File: src/rtl/acc_cpu_pkg.sv
package acc_cpu_pkg;
  localparam int OPC_W = 4;

  localparam logic [OPC_W-1:0] OPC_LOAD  = 4'd0;
  localparam logic [OPC_W-1:0] OPC_STORE = 4'd1;
  localparam logic [OPC_W-1:0] OPC_ADD   = 4'd2;
  localparam logic [OPC_W-1:0] OPC_SUB   = 4'd3;
  localparam logic [OPC_W-1:0] OPC_JUMP  = 4'd4;
  localparam logic [OPC_W-1:0] OPC_HALT  = 4'd15;

  typedef enum logic [3:0] {
    ST_FETCH_A = 4'd0,
    ST_FETCH_M = 4'd1,
    ST_LOAD_IR = 4'd2,
    ST_DECODE  = 4'd3,
    ST_IND_M   = 4'd4,
    ST_IND_D   = 4'd5,
    ST_OPER_M  = 4'd6,
    ST_STORE_M = 4'd7,
    ST_EXEC    = 4'd8,
    ST_HALT    = 4'd9
  } state_e;

  typedef enum logic [1:0] {
    MAR_HOLD, MAR_PC, MAR_IR, MAR_MBR
  } mar_sel_e;

  typedef enum logic [1:0] {
    ALU_PASS, ALU_ADD, ALU_SUB, ALU_KEEP
  } alu_op_e;

  typedef struct packed {
    mar_sel_e mar_sel;
    logic     mbr_load;
    logic     ir_load;
    logic     pc_inc;
    logic     pc_load;
    logic     ac_load;
    alu_op_e  alu_op;
  } ctrl_t;
endpackage

File: src/rtl/acc_cpu_alu.sv
module acc_cpu_alu
  import acc_cpu_pkg::*;
#(
  parameter int DATA_W = 32
) (
  input  alu_op_e           op_i,
  input  logic [DATA_W-1:0] a_i,
  input  logic [DATA_W-1:0] b_i,
  output logic [DATA_W-1:0] y_o
);
  always_comb begin
    unique case (op_i)
      ALU_PASS: y_o = b_i;
      ALU_ADD:  y_o = a_i + b_i;
      ALU_SUB:  y_o = a_i - b_i;
      default:  y_o = a_i;
    endcase
  end
endmodule

File: src/rtl/acc_cpu_dpath.sv
module acc_cpu_dpath
  import acc_cpu_pkg::*;
#(
  parameter int DATA_W = 32,
  parameter int ADDR_W = 24
) (
  input  logic              clk_i,
  input  logic              rst_ni,
  input  ctrl_t             ctrl_i,
  input  logic [DATA_W-1:0] mem_rdata_i,
  output logic [ADDR_W-1:0] mar_o,
  output logic [DATA_W-1:0] ac_o,
  output logic [ADDR_W-1:0] pc_o,
  output logic [OPC_W-1:0]  opcode_o,
  output logic              ind_o
);
  localparam int OPC_LSB = DATA_W - OPC_W;
  localparam int IND_BIT = OPC_LSB - 1;
  localparam logic [ADDR_W-1:0] PC_STEP = ADDR_W'(DATA_W / 8);

  logic [ADDR_W-1:0] mar_q, pc_q, ir_addr_q;
  logic [DATA_W-1:0] mbr_q, ac_q, alu_y;
  logic [OPC_W-1:0]  ir_opc_q;
  logic              ir_ind_q;

  acc_cpu_alu #(.DATA_W(DATA_W)) u_alu (
    .op_i (ctrl_i.alu_op),
    .a_i  (ac_q),
    .b_i  (mbr_q),
    .y_o  (alu_y)
  );

  always_ff @(posedge clk_i or negedge rst_ni) begin
    if (!rst_ni) begin
      mar_q <= '0;
    end else begin
      unique case (ctrl_i.mar_sel)
        MAR_PC:  mar_q <= pc_q;
        MAR_IR:  mar_q <= ir_addr_q;
        MAR_MBR: mar_q <= mbr_q[ADDR_W-1:0];
        default: mar_q <= mar_q;
      endcase
    end
  end

  always_ff @(posedge clk_i or negedge rst_ni) begin
    if (!rst_ni) begin
      mbr_q <= '0;
    end else if (ctrl_i.mbr_load) begin
      mbr_q <= mem_rdata_i;
    end
  end

  // instruction register keeps only decoded fields; reserved bits are dropped
  always_ff @(posedge clk_i or negedge rst_ni) begin
    if (!rst_ni) begin
      ir_opc_q  <= '0;
      ir_ind_q  <= 1'b0;
      ir_addr_q <= '0;
    end else if (ctrl_i.ir_load) begin
      ir_opc_q  <= mbr_q[DATA_W-1:OPC_LSB];
      ir_ind_q  <= mbr_q[IND_BIT];
      ir_addr_q <= mbr_q[ADDR_W-1:0];
    end
  end

  always_ff @(posedge clk_i or negedge rst_ni) begin
    if (!rst_ni) begin
      pc_q <= '0;
    end else if (ctrl_i.pc_inc) begin
      pc_q <= pc_q + PC_STEP;
    end else if (ctrl_i.pc_load) begin
      pc_q <= mar_q;
    end
  end

  always_ff @(posedge clk_i or negedge rst_ni) begin
    if (!rst_ni) begin
      ac_q <= '0;
    end else if (ctrl_i.ac_load) begin
      ac_q <= alu_y;
    end
  end

  assign mar_o    = mar_q;
  assign ac_o     = ac_q;
  assign pc_o     = pc_q;
  assign opcode_o = ir_opc_q;
  assign ind_o    = ir_ind_q;
endmodule

File: src/rtl/acc_cpu_fsm.sv
module acc_cpu_fsm
  import acc_cpu_pkg::*;
(
  input  logic             clk_i,
  input  logic             rst_ni,
  input  logic [OPC_W-1:0] opcode_i,
  input  logic             ind_i,
  input  logic             mem_ready_i,
  output state_e           state_o,
  output ctrl_t            ctrl_o,
  output logic             mem_req_o,
  output logic             mem_we_o
);
  state_e state_q, state_d;

  // where control goes once the effective address sits in MAR
  function automatic state_e after_addr(logic [OPC_W-1:0] opc);
    unique case (opc)
      OPC_JUMP:                   return ST_EXEC;
      OPC_LOAD, OPC_ADD, OPC_SUB: return ST_OPER_M;
      OPC_STORE:                  return ST_STORE_M;
      default:                    return ST_FETCH_A;
    endcase
  endfunction

  always_comb begin
    state_d = state_q;
    ctrl_o  = '0;
    unique case (state_q)
      ST_FETCH_A: begin
        ctrl_o.mar_sel = MAR_PC;
        state_d        = ST_FETCH_M;
      end
      ST_FETCH_M: begin
        if (mem_ready_i) begin
          ctrl_o.mbr_load = 1'b1;
          ctrl_o.pc_inc   = 1'b1;
          state_d         = ST_LOAD_IR;
        end
      end
      ST_LOAD_IR: begin
        ctrl_o.ir_load = 1'b1;
        state_d        = ST_DECODE;
      end
      ST_DECODE: begin
        ctrl_o.mar_sel = MAR_IR;
        if (opcode_i == OPC_HALT) state_d = ST_HALT;
        else if (ind_i)           state_d = ST_IND_M;
        else                      state_d = after_addr(opcode_i);
      end
      ST_IND_M: begin
        if (mem_ready_i) begin
          ctrl_o.mbr_load = 1'b1;
          state_d         = ST_IND_D;
        end
      end
      ST_IND_D: begin
        ctrl_o.mar_sel = MAR_MBR;
        state_d        = after_addr(opcode_i);
      end
      ST_OPER_M: begin
        if (mem_ready_i) begin
          ctrl_o.mbr_load = 1'b1;
          state_d         = ST_EXEC;
        end
      end
      ST_STORE_M: begin
        if (mem_ready_i) state_d = ST_FETCH_A;
      end
      ST_EXEC: begin
        unique case (opcode_i)
          OPC_LOAD: begin ctrl_o.ac_load = 1'b1; ctrl_o.alu_op = ALU_PASS; end
          OPC_ADD:  begin ctrl_o.ac_load = 1'b1; ctrl_o.alu_op = ALU_ADD;  end
          OPC_SUB:  begin ctrl_o.ac_load = 1'b1; ctrl_o.alu_op = ALU_SUB;  end
          OPC_JUMP: ctrl_o.pc_load = 1'b1;
          default:  ctrl_o.alu_op = ALU_KEEP;
        endcase
        state_d = ST_FETCH_A;
      end
      ST_HALT: state_d = ST_HALT;
      default: state_d = ST_FETCH_A;
    endcase
  end

  always_ff @(posedge clk_i or negedge rst_ni) begin
    if (!rst_ni) state_q <= ST_FETCH_A;
    else         state_q <= state_d;
  end

  assign mem_req_o = (state_q == ST_FETCH_M) || (state_q == ST_IND_M) ||
                     (state_q == ST_OPER_M)  || (state_q == ST_STORE_M);
  assign mem_we_o  = (state_q == ST_STORE_M);
  assign state_o   = state_q;
endmodule

File: src/rtl/acc_cpu_core.sv
module acc_cpu_core
  import acc_cpu_pkg::*;
#(
  parameter int DATA_W = 32,
  parameter int ADDR_W = 24
) (
  input  logic              clk_i,
  input  logic              rst_ni,
  output logic              mem_req_o,
  output logic              mem_we_o,
  output logic [ADDR_W-1:0] mem_addr_o,
  output logic [DATA_W-1:0] mem_wdata_o,
  input  logic [DATA_W-1:0] mem_rdata_i,
  input  logic              mem_ready_i,
  output logic [3:0]        state_o,
  output logic              halted_o,
  output logic [ADDR_W-1:0] pc_o,
  output logic [DATA_W-1:0] acc_o
);
  state_e           state;
  ctrl_t            ctrl;
  logic [OPC_W-1:0] opcode;
  logic             ind;
  logic [ADDR_W-1:0] mar;

  acc_cpu_fsm u_fsm (
    .clk_i       (clk_i),
    .rst_ni      (rst_ni),
    .opcode_i    (opcode),
    .ind_i       (ind),
    .mem_ready_i (mem_ready_i),
    .state_o     (state),
    .ctrl_o      (ctrl),
    .mem_req_o   (mem_req_o),
    .mem_we_o    (mem_we_o)
  );

  acc_cpu_dpath #(.DATA_W(DATA_W), .ADDR_W(ADDR_W)) u_dpath (
    .clk_i       (clk_i),
    .rst_ni      (rst_ni),
    .ctrl_i      (ctrl),
    .mem_rdata_i (mem_rdata_i),
    .mar_o       (mar),
    .ac_o        (acc_o),
    .pc_o        (pc_o),
    .opcode_o    (opcode),
    .ind_o       (ind)
  );

  assign mem_addr_o  = mar;
  assign mem_wdata_o = acc_o;
  assign state_o     = state;
  assign halted_o    = (state == ST_HALT);
endmodule

File: config.mk
export PLATFORM = sky130hd
export DESIGN_NAME = acc_cpu_core
export DESIGN_NICKNAME = d
export VERILOG_FILES = /design/src/rtl/acc_cpu_pkg.sv /design/src/rtl/acc_cpu_alu.sv /design/src/rtl/acc_cpu_dpath.sv /design/src/rtl/acc_cpu_fsm.sv /design/src/rtl/acc_cpu_core.sv
export SDC_FILE = /design/constraint.sdc
export NUM_CORES = 1
export LEC_CHECK = 0
export ABC_AREA = 1
export CAP_MARGIN = 0
export CORE_ASPECT_RATIO = 0.5
export CORE_MARGIN = 2
export CORE_UTILIZATION = 45
export DETAILED_ROUTE_END_ITERATION = 12
export DONT_BUFFER_PORTS = 1
export PLACE_DENSITY = 0.66
export SYNTH_ARGS = -nofsm -noshare
export SYNTH_HDL_FRONTEND = slang
export SYNTH_SLANG_ARGS = --single-unit
File: constraint.sdc
create_clock -name clk_i -period 8.6 [get_ports clk_i]
set_clock_uncertainty 0.1 [all_clocks]
set_input_delay 1.72 -clock clk_i [delete_from_list [all_inputs] [get_ports clk_i]]
set_output_delay 1.72 -clock clk_i [all_outputs]
set_load 0.01 [all_outputs]
Yosys cells after proc, flatten, opt, wreduce, memory -nomap -nowiden

Cells that the tools add are included.

$add $sub $neg: 3
Equal/unequal tests: 23
Multiplexer cells: 21
Reduce and logical (&&, ||, !) cells: 14

Operator list:

| cell                                                             | count |
|---|---|
| 32-bit one-hot mux with 3 select lines                           | 1 |
| 24-bit one-hot mux with 3 select lines                           | 1 |
| 24-bit two-way mux                                               | 2 |
| 4-bit one-hot mux with 9 select lines                            | 1 |
| 32-bit adder                                                     | 1 |
| 32-bit subtractor                                                | 1 |
| 4-bit two-way mux                                                | 7 |
| 24-bit by 3-bit adder with 24-bit output (second input constant) | 1 |
| 4-bit by 3-bit == test with 1-bit output (second input constant) | 5 |
| 4-bit by 2-bit == test with 1-bit output (second input constant) | 4 |
| 4-bit == test (second input constant)                            | 3 |
| 2-bit one-hot mux with 3 select lines                            | 2 |
| 4-bit one-hot mux with 3 select lines                            | 1 |
| 4-bit by 1-bit == test with 1-bit output (second input constant) | 2 |
| 4-bit zero test                                                  | 2 |
| 2-bit == test (second input constant)                            | 3 |
| 1-bit two-way mux                                                | 6 |
| 2-bit inequality test (second input constant)                    | 3 |
| 3-bit nonzero test                                               | 2 |
| 3-bit OR reduction                                               | 2 |
| 2-bit by 1-bit == test with 1-bit output (second input constant) | 2 |
| 4-bit AND reduction                                              | 1 |
| 1-bit logical OR                                                 | 3 |
| 2-bit zero test                                                  | 1 |
| other kinds (4)                                                  | 4 |

Register bits after elaboration: 145
Input bits: 35
Output and inout port bits: 119
Word-level logic and storage cells: 69

Logic depth before layout (Yosys ltp)

Depth after elaboration: 7
Depth in mapped cells: 23
Depth with buffers taken out: 23

Modules after synthesis

A second synthesis with hierarchy kept.

Cells, all modules: 1592
Area total of the unflattened synthesis: 10869.2 µm²

By module, submodules not included:

| module        | instances | cells an instance | area an instance (µm²) | seq. area each (µm²) |
|---|---|---|---|---|
| acc_cpu_dpath | 1         | 704               | 6347.3                 | 3528.4 |
| acc_cpu_alu   | 1         | 765               | 3809.9                 | 0.0 |
| acc_cpu_fsm   | 1         | 86                | 450.4                  | 100.1 |
| acc_cpu_core  | 1         | 37                | 261.5                  | 0.0 |

Worst setup path after synthesis

No wires, ideal clock.

Kind: flip-flop to flip-flop
Start: register u_fsm.state_q[0] (netlist: u_fsm.state_o[0])
End: register u_dpath.ac_q[31] (netlist: u_dpath.ac_o[31])
Setup time: 0.117 ns
Arrival time: 3.135 ns
Required time: 8.383 ns
Path slack: 5.249 ns
Stages on the path, launching flop included: 21
Path buffers: 1
Clock period less this slack: 3.351 ns
Path through: dfrtp_1 nor2_1 inv_2 nor3_4 a21boi_0 ha_1 clkbuf_1 nor2_1 xor2_1 ha_1 or2_2 nand3_1 nand2_1 nand2_1 nand2_1 nand2_1 nand2_1 nand2_1 nand3_1 nand2_1 nand2_1

Cells in the longest elaborated chain, start to end: 5
Elaborated cells between the ends (all ways): 8
Those cells by class: 3 x eq/ne; 2 x mux; 3 x reduce/logical

Ends and longest elaborated chain:

| item                                  | line                | text |
|---|---|---|
| start: declaration                    | acc_cpu_fsm.sv:14   | `state_e state_q, state_d;` |
| start signal: assignment              | acc_cpu_fsm.sv:87   | `else state_q <= state_d;` |
| 4-bit == test (*)                     | acc_cpu_fsm.sv:29   | `unique case (state_q)` |
| 4-bit two-way mux (*)                 | acc_cpu_fsm.sv:29   |  |
| 2-bit == test (tied with other cells) | acc_cpu_alu.sv:12   | `unique case (op_i)` |
| 3-bit nonzero test (no source line)   | n/a                 |  |
| 2-bit AND reduction (no source line)  | n/a                 |  |
| end signal: assignment                | acc_cpu_dpath.sv:81 | `ac_q <= alu_y;` |
| end: declaration                      | acc_cpu_dpath.sv:22 | `logic [DATA_W-1:0] mbr_q, ac_q, alu_y;` |

Every way passes the cells marked *; elsewhere a longest branch is shown, timed or not.
A chain may end at the register's enable or synchronous reset.

Worst setup path after layout

Start: register u_fsm.state_q[0] (netlist: u_fsm.state_o[0])
End: register u_dpath.ac_q[29] (netlist: u_dpath.ac_o[29])

Same word-level chain as after synthesis.

==> flow_summary.ini <==
[cells_and_area]
area_growth_syn_to_layout_pct = 4.881
multiInputGateArea_sq_mm = 0.005436
fin_nets = 1537
diodes = 0
final_layout_size_suffix_gt1_frac = 0.05544
fill_cells = 2340
regArea_sq_mm = 0.003628

[synthesis]
synth.distinct_cells = 50
synth_edf_count = 0
syn_nets = 1588
syn_inst = 1517
synth_top_area_share = 0.3478
synth-seq-cells = 145
synth_area_leader_cell = dfrtp_1
yosysMostFrequentCell = nand2_1
synth_area_sq_mm = 0.01043
synthTopCellsByCount = 426 x nand2_1, 219 x inv_1, 151 x nor2_1
synthFlopType = dfrtp_1
ys_top_cells_by_area = dfrtp_1 35%, nand2_1 15%, inv_1 7.9%
seq_area_frac_synth = 0.3478
ys_warn_count = 0
syn_avg_cell_area_sq_um = 6.878
async_flop_share = 1.000

[sta]
min_period_over_period = 0.5275
slew_viol_final = 0
rsz0062_at_grt = false
max_slew_margin = 0.5182
worst_pin_slew_ns = 0.7201
setup_viol_count_final = 0
fmax_ghz = 0.2204
setup_tns_ns = 0
fin_hold_ws_ns = 0.3873
finalCriticalPeriod_ns = 4.536
hold_viol_final = 0

[cts]
cts.sinks = 145
cts_tree = built
cts_buffers = 17
ctsHoldBuffers = 0
clock_latency_ns = 0.45
path_clk_slew_ns = 0.07
cts-root-buf = clkbuf_16
clk_path_buf_depth = 2
cts_resized = 0
htreeDepth = 4
post_cts_buffers = 0

[grt]
grt_max_degree = 146
grt_first_pass_wirelength_mm = 52.21
gr-total-overflow = 0
antenna_found_initial = 0
track_usage = 0.2790
grt_pass1_vias = 9264

[placement]
dp_hpwl_mm = 25.31
port_buffers = 0
place_congestion = 1.007

[setup_path]
crit_buf_inv = 3
arrival_ns = 4.78
path_cells = nor2_1 -> inv_2 -> nor3_4 -> a21boi_0 -> ha_1 -> inv_1 -> nand2_1 -> xor2_1 -> inv_1 -> ha_1 -> nand2_1 -> nor2_1 -> nand2_1 -> nand3_1 -> nand2_1 -> nand2_1 -> nand2_1 -> nand3_1 -> nand3_1 -> nand2_1 -> nand2_1
slowest_stage = ha_1
cp_slowest_stage_delay_ns = 0.50
critPathMostFrequentCell = nand2_1
start_kind = flop
crit_path_max_fanout = 23
crit_required_ns = 8.84
worst-setup-path-type = flop to flop
endpoint_kind = flop
ff2ff_setup_slack_ns = 4.06
cp_top_family = simple AND/OR/NAND/NOR gates

[die]
dieWidth_microns = 219.3
start_util = 0.4579
die_h_microns = 111.7
row_count = 39
io_pins = 154
core_sq_mm = 0.02279
die_area_sq_mm = 0.02449

[job]
maxCapViolations = 0

[route]
drc_errors = 0
via_per_inst = 5.451
wirelength_mm = 33.27
drtAntennaViolNets = 0
drt_first_pass_iters = 5
dr_total_vias = 9736
drt_iter0_markers = 918
wl_per_cell_microns = 18.63

[power]
power_density_mw_per_mm2 = 134.1
leakagePower_nw = 5.918
irDropWorstVdd_uv = 113.1

[outcome]
status = finished, final reports clean

[min_path]
hp-class = flop to flop
flip-flops by register name (all words and copies together), names as in the netlist:
| register | count |
|---|---|
| u_dpath.ac_o | 32 |
| u_dpath.ind_o | 1 |
| u_dpath.ir_addr_q | 24 |
| u_dpath.mar_o | 24 |
| u_dpath.mbr_q | 32 |
| u_dpath.opcode_o | 4 |
| u_dpath.pc_o | 24 |
| u_fsm.state_o | 4 |
layout make-up:
| cell class | count | share of cell area |
|---|---|---|
| Clock buffer | 17 | 0.03887 |
| Clock inverter | 15 | 0.01612 |
| Inverter | 230 | 0.07946 |
| Multi-Input combinational cell | 1069 | 0.4968 |
| Sequential cell | 145 | 0.3316 |
| Tap cell | 307 | 0.03510 |
| Timing Repair Buffer | 3 | 0.002058 |
layout by cell type, fill, tap and decap left out, drive strengths merged, types with 5 or more instances in the layout:
master / netlist / layout
dfrtp: 145 / 145
xor2: 37 / 37
nand3: 82 / 82
o21bai: 10 / 10
a221oi: 10 / 10
o211ai: 9 / 9
o221ai: 18 / 18
nand4: 14 / 14
ha: 35 / 35
nand2: 433 / 433
nor3: 23 / 23
nor2: 159 / 159
clkbuf: 14 / 17
clkinv: 2 / 8
o22ai: 5 / 5
o21ai: 98 / 98
inv: 228 / 233
a21oi: 112 / 112
worst min-delay path, cell delays in order, from the launching register on:
cell and delay [ns]:
dfrtp_1 0.35, nand2_1 0.05, o21ai_0 0.06
through the flow:
stage	instances	setup WS, ns	util	total power [W]	cell area [sq um]
after floorplan	1517	5.249	-	0.0006951	10430
after global placement	1754	4.144	0.4538	0.0006949	10340
after detailed placement	1754	4.096	0.4538	0.0006950	10340
after CTS	1786	4.083	0.4802	0.001474	10940
after global routing	1786	3.618	0.4802	0.001507	10940
final	1786	4.064	0.4802	0.001468	10940
metal layers:
metal | global-route usage | share of wire | up-vias
li1 | - | - | 4753
met1 | 0.4153 | 0.49 | 4613
met2 | 0.4061 | 0.42 | 341
met3 | 0.07514 | 0.085 | 29
met4 | 0.05270 | 0.011 | 0
met5 | 0 | 0 | -
worst paths after layout:
check / from / endpoint / depth (start not counted)
min: u_dpath.ir_addr_q[20]$_DFFE_PN0P_ / u_dpath.ir_addr_q[20]$_DFFE_PN0P_ / 2
min reg2reg: u_dpath.ir_addr_q[20]$_DFFE_PN0P_ / u_dpath.ir_addr_q[20]$_DFFE_PN0P_ / 2
min in group asynchronous: rst_ni / u_dpath.pc_o[10]$_DFFE_PN0P_ / 0
max: u_fsm.state_o[0]$_DFFE_PN0P_ / u_dpath.ac_o[29]$_DFFE_PN0P_ / 21
max reg2reg: u_fsm.state_o[0]$_DFFE_PN0P_ / u_dpath.ac_o[29]$_DFFE_PN0P_ / 21
max in group asynchronous: rst_ni / u_dpath.ac_o[7]$_DFFE_PN0P_ / 0
power by group:
group	switching [W]	total, W	internal [W]
sequential	0	0.000682	0.000682
combinational	0.000000110	0.000000232	0.000000118
clock	0.000350	0.000786	0.000436
cell families (layout without fill, tap and decap cells):
logic type | after synthesis | count (layout) | synth area share
AO/OA/AOI/OAI | 275 | 275 | 0.1570
XOR/XNOR | 38 | 38 | 0.03190
adder cells (fa/ha/maj) | 36 | 36 | 0.04389
buffers and inverters | 303 | 265 | 0.1312
flip-flops | 145 | 145 | 0.3478
AND/OR/NAND/NOR | 720 | 720 | 0.2883
Power figures use the tool's default switching activity.
